==> src/rtl/autovec_pkg.sv <==
package autovec_pkg;
    localparam int unsigned NUM_SRC    = 14;
    localparam int unsigned SRC_IW     = $clog2(NUM_SRC);
    localparam int unsigned ADDR_W     = 16;
    localparam int unsigned DATA_W     = 8;
    localparam logic [7:0]  VEC_BASE   = 8'h80;
    localparam logic [7:0]  VEC_STEP   = 8'h04;
    localparam logic [15:0] ENTRY_ADDR = 16'h0053;
    localparam logic [15:0] SLOT_ADDR  = 16'h0055;
endpackage

==> src/rtl/autovec_pending.sv <==
module autovec_pending #(
    parameter int unsigned N = autovec_pkg::NUM_SRC
) (
    input  logic         clk,
    input  logic         rst_n,
    input  logic [N-1:0] req_i,
    input  logic [N-1:0] clr_i,
    input  logic         cfg_we_i,
    input  logic [N-1:0] cfg_en_i,
    output logic [N-1:0] pend_o,
    output logic [N-1:0] en_o
);
    typedef struct packed {
        logic [N-1:0] pend;
        logic [N-1:0] prev;
        logic [N-1:0] en;
    } pend_state_t;

    pend_state_t st_d, st_q;
    logic [N-1:0] rise_w;

    // per-source edge detect and set/clear, set wins
    for (genvar k = 0; k < N; k++) begin : g_src
        assign rise_w[k] = req_i[k] & ~st_q.prev[k];
    end

    always_comb begin
        st_d      = st_q;
        st_d.prev = req_i;
        for (int k = 0; k < N; k++) begin
            st_d.pend[k] = (st_q.pend[k] & ~clr_i[k]) | rise_w[k];
        end
        if (cfg_we_i) begin
            st_d.en = cfg_en_i;
        end
    end

    always_ff @(posedge clk) begin
        if (!rst_n) begin
            st_q <= '0;
        end else begin
            st_q <= st_d;
        end
    end

    assign pend_o = st_q.pend;
    assign en_o   = st_q.en;
endmodule

==> src/rtl/autovec_prio.sv <==
module autovec_prio #(
    parameter int unsigned N    = autovec_pkg::NUM_SRC,
    parameter int unsigned IW   = autovec_pkg::SRC_IW,
    parameter logic [7:0]  BASE = autovec_pkg::VEC_BASE,
    parameter logic [7:0]  STEP = autovec_pkg::VEC_STEP
) (
    input  logic [N-1:0]  pend_i,
    input  logic [N-1:0]  en_i,
    output logic          hit_o,
    output logic [IW-1:0] idx_o,
    output logic [7:0]    vec_o
);
    logic [N-1:0] live_w;

    assign live_w = pend_i & en_i;
    assign hit_o  = |live_w;

    // scan from lowest priority upward so the lowest index is kept last
    always_comb begin
        idx_o = '0;
        for (int k = int'(N) - 1; k >= 0; k--) begin
            if (live_w[k]) begin
                idx_o = IW'(k);
            end
        end
    end

    assign vec_o = hit_o ? (BASE + STEP * 8'(idx_o)) : BASE;
endmodule

==> src/rtl/autovec_fetch.sv <==
module autovec_fetch #(
    parameter int unsigned AW    = autovec_pkg::ADDR_W,
    parameter int unsigned DW    = autovec_pkg::DATA_W,
    parameter logic [15:0] ENTRY = autovec_pkg::ENTRY_ADDR,
    parameter logic [15:0] SLOT  = autovec_pkg::SLOT_ADDR
) (
    input  logic          clk,
    input  logic          rst_n,
    input  logic          cfg_we_i,
    input  logic          cfg_av_i,
    input  logic          fetch_valid_i,
    input  logic [AW-1:0] fetch_addr_i,
    input  logic [DW-1:0] mem_data_i,
    input  logic [DW-1:0] live_vec_i,
    output logic [DW-1:0] fetch_data_o,
    output logic          av_o
);
    typedef struct packed {
        logic          av;
        logic          held;
        logic [DW-1:0] frozen;
    } fetch_state_t;

    fetch_state_t st_d, st_q;
    logic at_entry_w, at_slot_w;

    assign at_entry_w = fetch_valid_i && (fetch_addr_i == AW'(ENTRY));
    assign at_slot_w  = fetch_valid_i && (fetch_addr_i == AW'(SLOT));

    always_comb begin
        st_d = st_q;
        if (cfg_we_i) begin
            st_d.av = cfg_av_i;
        end
        if (at_entry_w) begin
            st_d.held   = 1'b1;
            st_d.frozen = live_vec_i;
        end else if (at_slot_w) begin
            st_d.held = 1'b0;
        end
    end

    always_ff @(posedge clk) begin
        if (!rst_n) begin
            st_q <= '0;
        end else begin
            st_q <= st_d;
        end
    end

    always_comb begin
        fetch_data_o = mem_data_i;
        if (st_q.av && at_slot_w) begin
            fetch_data_o = st_q.held ? st_q.frozen : live_vec_i;
        end
    end

    assign av_o = st_q.av;
endmodule

==> src/rtl/autovec_irq_unit.sv <==
module autovec_irq_unit #(
    parameter int unsigned N  = autovec_pkg::NUM_SRC,
    parameter int unsigned AW = autovec_pkg::ADDR_W,
    parameter int unsigned DW = autovec_pkg::DATA_W
) (
    input  logic          clk,
    input  logic          rst_n,
    input  logic [N-1:0]  req_i,
    input  logic [N-1:0]  clr_i,
    input  logic          cfg_we_i,
    input  logic [N-1:0]  cfg_en_i,
    input  logic          cfg_av_i,
    input  logic          fetch_valid_i,
    input  logic [AW-1:0] fetch_addr_i,
    input  logic [DW-1:0] mem_data_i,
    output logic [DW-1:0] fetch_data_o,
    output logic          irq_o
);
    localparam int unsigned IW = (N > 1) ? $clog2(N) : 1;

    logic [N-1:0]  pend_w;
    logic [N-1:0]  en_w;
    logic          hit_w;
    logic [IW-1:0] idx_w;
    logic [7:0]    vec_w;
    logic          av_w;

    autovec_pending #(.N(N)) u_pending (
        .clk      (clk),
        .rst_n    (rst_n),
        .req_i    (req_i),
        .clr_i    (clr_i),
        .cfg_we_i (cfg_we_i),
        .cfg_en_i (cfg_en_i),
        .pend_o   (pend_w),
        .en_o     (en_w)
    );

    autovec_prio #(.N(N), .IW(IW)) u_prio (
        .pend_i (pend_w),
        .en_i   (en_w),
        .hit_o  (hit_w),
        .idx_o  (idx_w),
        .vec_o  (vec_w)
    );

    autovec_fetch #(.AW(AW), .DW(DW)) u_fetch (
        .clk           (clk),
        .rst_n         (rst_n),
        .cfg_we_i      (cfg_we_i),
        .cfg_av_i      (cfg_av_i),
        .fetch_valid_i (fetch_valid_i),
        .fetch_addr_i  (fetch_addr_i),
        .mem_data_i    (mem_data_i),
        .live_vec_i    (DW'(vec_w)),
        .fetch_data_o  (fetch_data_o),
        .av_o          (av_w)
    );

    assign irq_o = hit_w;
endmodule

==> config.mk <==
export PLATFORM = sky130hd
export DESIGN_NAME = autovec_irq_unit
export DESIGN_NICKNAME = d
export VERILOG_FILES = /design/src/rtl/autovec_pkg.sv /design/src/rtl/autovec_pending.sv /design/src/rtl/autovec_prio.sv /design/src/rtl/autovec_fetch.sv /design/src/rtl/autovec_irq_unit.sv
export SDC_FILE = /design/constraint.sdc
export NUM_CORES = 1
export LEC_CHECK = 0
export BUFFER_PORTS_ARGS = -buffer_cell sky130_fd_sc_hd__buf_2
export CAP_MARGIN = 20
export CORE_MARGIN = 3
export CORE_UTILIZATION = 41
export DETAILED_ROUTE_END_ITERATION = 16
export PLACE_DENSITY_LB_ADDON = 0.25
export RECOVER_POWER = 25
export SLEW_MARGIN = 20
export SYNTH_ARGS = -nofsm -noshare
export SYNTH_HDL_FRONTEND = slang
export SYNTH_HIERARCHICAL = 1
export SYNTH_SLANG_ARGS = --single-unit
==> constraint.sdc <==
create_clock -name clk -period 2.63 [get_ports clk]
set_input_delay 0.3945 -clock clk [delete_from_list [all_inputs] [get_ports clk]]
set_output_delay 0.3945 -clock clk [all_outputs]
set_load 0.05 [all_outputs]
== Word-level counts from Yosys, hierarchy flattened ==
Cells that the tools add are included.
Widths: inputs -> output; s select.
Cells by class
  add/sub/neg operators: 1
  equal/unequal tests: 2
  mux-type cells: 19
  bitwise gates (word level): 71
  reductions and logical operators: 5
Operators with widths (count)
  $mux 4: 14
  $eq 16x7->1 const B: 2
  $and 1x1->1: 28
  $not 1->1: 28
  $mux 8: 3
  $and 14x14->14: 1
  $or 1x1->1: 14
  $reduce_or 14->1: 1
  $add 8x6->8 const A: 1
  $logic_and 1x1->1: 3
  $mux 1: 2
  $reduce_bool 2->1: 1
Storage, ports and cells
  register bits: 52
  input port bits: 71
  output and inout port bits: 9
  logic and storage cells: 104

== Longest topological paths before layout ==
  word-level depth: 19
  depth in mapped cells: 7
  gate-level depth less buffers: 6

== Modules after synthesis ==
Netlist, hierarchy kept.
By module, submodules not included
  autovec_pending: times used 1, cells each 160, area each 1695.4 um2, sequential area each 840.8 um2
  autovec_fetch: times used 1, cells each 68, area each 669.4 um2, sequential area each 200.2 um2
  autovec_prio: times used 1, cells each 44, area each 287.8 um2, sequential area each 0.0 um2

== Worst setup path before layout ==
No wires, ideal clock.
  path type: register to output
  from: register u_pending.st_q, in the netlist u_pending/pend_o[9]
  to: output fetch_data_o[5]
  arrival: 1568 ps
  data required time: 2236 ps
  setup slack: 668 ps
  stages on the path, launching flop included: 7
  buffers on the path: 1
  cells stage by stage: dfxtp_1 -> buf_4 -> a22o_1 -> nor3b_2 -> nor3b_1 -> mux2_2 -> mux2_2
Between the ends
  word-level cells in the longest chain between the ends: 15
  elaborated cells on any way between the ends: 16
  classes of those cells: 1 x add/sub; 13 x mux; 1 x bitwise; 1 x reduce/logical
RTL lines
  from (decl): line autovec_pending.sv:19  | pend_state_t st_d, st_q;
  from (signal assigned): line autovec_pending.sv:42  | st_q <= st_d;
  $and 14x14->14 *: line autovec_prio.sv:15  | assign live_w = pend_i & en_i;
  $mux 4 (10 in series): line autovec_prio.sv:22  | if (live_w[k]) begin
  $add 8x6->8: line autovec_prio.sv:28  | assign vec_o = hit_o ? (BASE + STEP * 8'(idx_o)) : BASE;
  $mux 8 *: line autovec_prio.sv:28
  via vec_w[5]: line autovec_irq_unit.sv:25  | logic [7:0] vec_w;
  $mux 8 *: line autovec_fetch.sv:54  | fetch_data_o = st_q.held ? st_q.frozen : live_vec_i;
  $mux 8 *: line autovec_fetch.sv:53  | if (st_q.av && at_slot_w) begin
  to (decl): line autovec_irq_unit.sv:16  | output logic [DW-1:0] fetch_data_o,
The timed path passes the listed nets; every way through them passes the cells marked *.

== Final worst setup path ==
  from: register u_pending.st_q, in the netlist u_pending/pend_o[7]
  to: output fetch_data_o[5]
Between the ends
  word-level cells in the longest chain between the ends: 13
  elaborated cells on any way between the ends: 14
  classes of those cells: 1 x add/sub; 11 x mux; 1 x bitwise; 1 x reduce/logical
RTL lines (line)
  $and 14x14->14 *: autovec_prio.sv:15
  $mux 4 (8 in series): autovec_prio.sv:22
  $add 8x6->8: autovec_prio.sv:28
  $mux 8 *: autovec_prio.sv:28
  via vec_w[5]: autovec_irq_unit.sv:25
  $mux 8 *: autovec_fetch.sv:54
  $mux 8 *: autovec_fetch.sv:53
Marks and branches as above.

==> summary.txt <==
Flow run
  • Max Cap Viol: 0

Placed design
  • I/O Buffers: between 70 and 80
  • Placer congestion estimate: between 0.7 and 0.8
  • Setup Slack @ Placement: between 0.3 and 0.4 ns
  • DP HPWL: approximately 3.6 mm
  • Inst Count DP: 383

Worst setup path
  • CP Class: reg -> out
  • Critical-path top delay cell: dfxtp_1
  • Most used cell, CP: mux2_2
  • Startpoint Class: flip-flop
  • Crit path cell chain: a22oi_1 -> and2_2 -> nor3b_1 -> mux2_2 -> mux2_2 -> buf_2
  • WP data required: between 2 and 2.5 ns
  • CP Capture Type: primary output
  • WP data arrival: just under 2 ns
  • CP max stage delay: 0.34 ns
  • Crit Path Max Fanout: 3

Pwr
  • Max IR drop VDD: approximately 0.30 mV
  • Design Power: between 1.5 and 2 mW
  • Switching share of total power: 24.2%
  • Comb pwr share: between 10% and 20%
  • Internal Power: ~1.2 mW
  • Power per standard cell area: around 550 nW/um^2
  • Clk pwr share: around 33%
  • Flop pwr share: a little over half
  • Pleak: about 1.4 nW
  • Switching power of the nets: 390 uW

Layout
  • Fillers: approximately 600
  • Ant diodes: 0
  • Area of the multi-input gates: 1280 sq um
  • Share of layout cells above drive strength 1: between 30% and 40%
  • Register Area: between 1000 and 1500 sq um
  • Layout Nets: approximately 390
  • Final non-filler cell total: between 300 and 400
  • Final Core Density: between 40% and 50%
  • Layout Area Growth over Synthesis: 11.5%

Floorplan
  • Rows: 28
  • IO Count: 80
  • Initial Utilization: 43.4%
  • Die width: around 86 microns
  • Core footprint: between 6000 and 7000 sq um
  • Die Ht: 86.1 microns
  • Die area: about 7400 sq um

Detailed routing
  • Pre-antenna DRT Iters: 4
  • Post-route DRC: 0
  • Average routed wire per standard cell: roughly 12 microns
  • DRT antenna net count: 0
  • Vias/cell: ~4.6
  • Drt first-iter violations: between 40 and 50
  • Drt total wl: around 4.7 mm
  • DR vias: approximately 1800

STA
  • Unrepaired setup endpoints after global routing: no
  • Setup_tns: 0 ns
  • Max_slew headroom: a little under a third
  • Clk_skew: 0.00783 ns
  • Worst Tran Pin Value: roughly 1 ns
  • Setup violations, final: 0
  • Max Clock Freq: 421 MHz
  • PnR worst setup slack: 0.258 ns
  • Final min period: about 2.4 ns
  • Final Hold Fails: 0
  • Period utilization: between 90 and 100%
  • Slew Limit Fails: 0

Clock tree
  • H-Tree Level Count: 2
  • CTS Sinks: 52
  • Clock-pin slew on the worst setup and hold paths: about 0.09 ns
  • CTS tree: built
  • CTS Buffer Depth: 2
  • Post-CTS Hold Buffers: 0
  • Setup Buffers After CTS: 0
  • Root buffer cell: clkbuf_8
  • Post-CTS sizing: 0
  • Clk_lat worst skew: 0.30 ns
  • CTS buffer count: 5

GRT
  • Global route overflow: 0
  • First-pass GRT wire length: roughly 7.5 mm
  • Largest net degree at the start of global routing: between 60 and 70
  • Tot GR Track Use: between 10 and 15%
  • Initial antenna violation count: 0
  • Vias in the first global route: roughly 1600

Run status
  • Status: finished, final reports clean

Hold path
  • HP Class: in -> reg

Synth
  • Synthesized area per cell: approximately 9.8 sq um
  • Gate Count Post-Synth: between 200 and 300
  • YS warnings: 6
  • Mapped Area: ~2600 sq um
-- worst paths after layout --
check	startpoint	end	slack, ns	cells after the start
hold reg to reg	u_fetch/st_q[3]	u_fetch/st_q[3]	0.46	2
hold / removal	req_i[10]	u_pending/st_q[24]	0.31	2
setup / recovery	u_pending/pend_o[7]	fetch_data_o[5]	0.26	6
setup reg to reg	u_pending/pend_o[7]	u_fetch/st_q[5]	1.25	5
-- critical path: cells and delay by family, from the launching register on --
family	cells	cell delay (ns)
and+or+nand+nor	2	0.48
muxes	2	0.35
DFF	1	0.34
AOI/OAI and AO/OA	1	0.26
buffers and inverters	1	0.25
-- final cells by class --
| class | count | share of cell area (%) |
|---|---|---|
| Clock buffer | 6 | 2.48 |
| Tap cell | 75 | 3.20 |
| Sequential cell | 52 | 35.5 |
| Clock inverter | 2 | 1.20 |
| Timing Repair Buffer | 80 | 13.7 |
| Multi-Input combinational cell | 175 | 43.8 |
| Inverter | 1 | 0.128 |
-- cells in the final DEF (no fill, tap or decap), types with 3 or more instances in the layout --
cell type   n
buf_2      79
dfxtp_1    52
nand2_1    29
nand2b_1   28
mux2i_1    23
mux2_2     15
nor2b_1    15
a21boi_0   14
and2_1     14
clkbuf_8    5
a22oi_2     4
conb_1      4
a21oi_1     3
a32oi_1     3
-- sequential cells by signal, summed over array words and instances, names as in the netlist --
signal	cells
u_pending/en_o	14
u_fetch/st_q	9
u_pending/st_q	14
u_fetch/av_o	1
u_pending/pend_o	14
-- layer usage --
| layer | part of all wire [%] | global-route usage (%) |
|---|---|---|
| met2 | 45 | 19.3 |
| met4 | 0.49 | 3.88 |
| met5 | 0 | 0 |
| met1 | 49 | 17.9 |
| met3 | 5.9 | 3.46 |
-- metrics by stage --
step | hold slack [ns] | area (sq um)
after floorplan | 0.435 | 2640
after global placement | 0.441 | 2820
after detailed placement | 0.452 | 2820
after CTS | 0.294 | 2930
after global routing | 0.283 | 2930
final | 0.308 | 2930
-- power groups by stage --
stage / registers [mW] / clock network [mW] / logic, mW
6_report: 0.854 / 0.533 / 0.226
5_1_grt: 0.860 / 0.595 / 0.253
4_1_cts: 0.855 / 0.558 / 0.229
3_5_place_dp: 0.873 / 0 / 0.228
3_3_place_gp: 0.872 / 0 / 0.225
2_1_floorplan: 0.857 / 0 / 0.199
(Power assumes the default switching activity.)
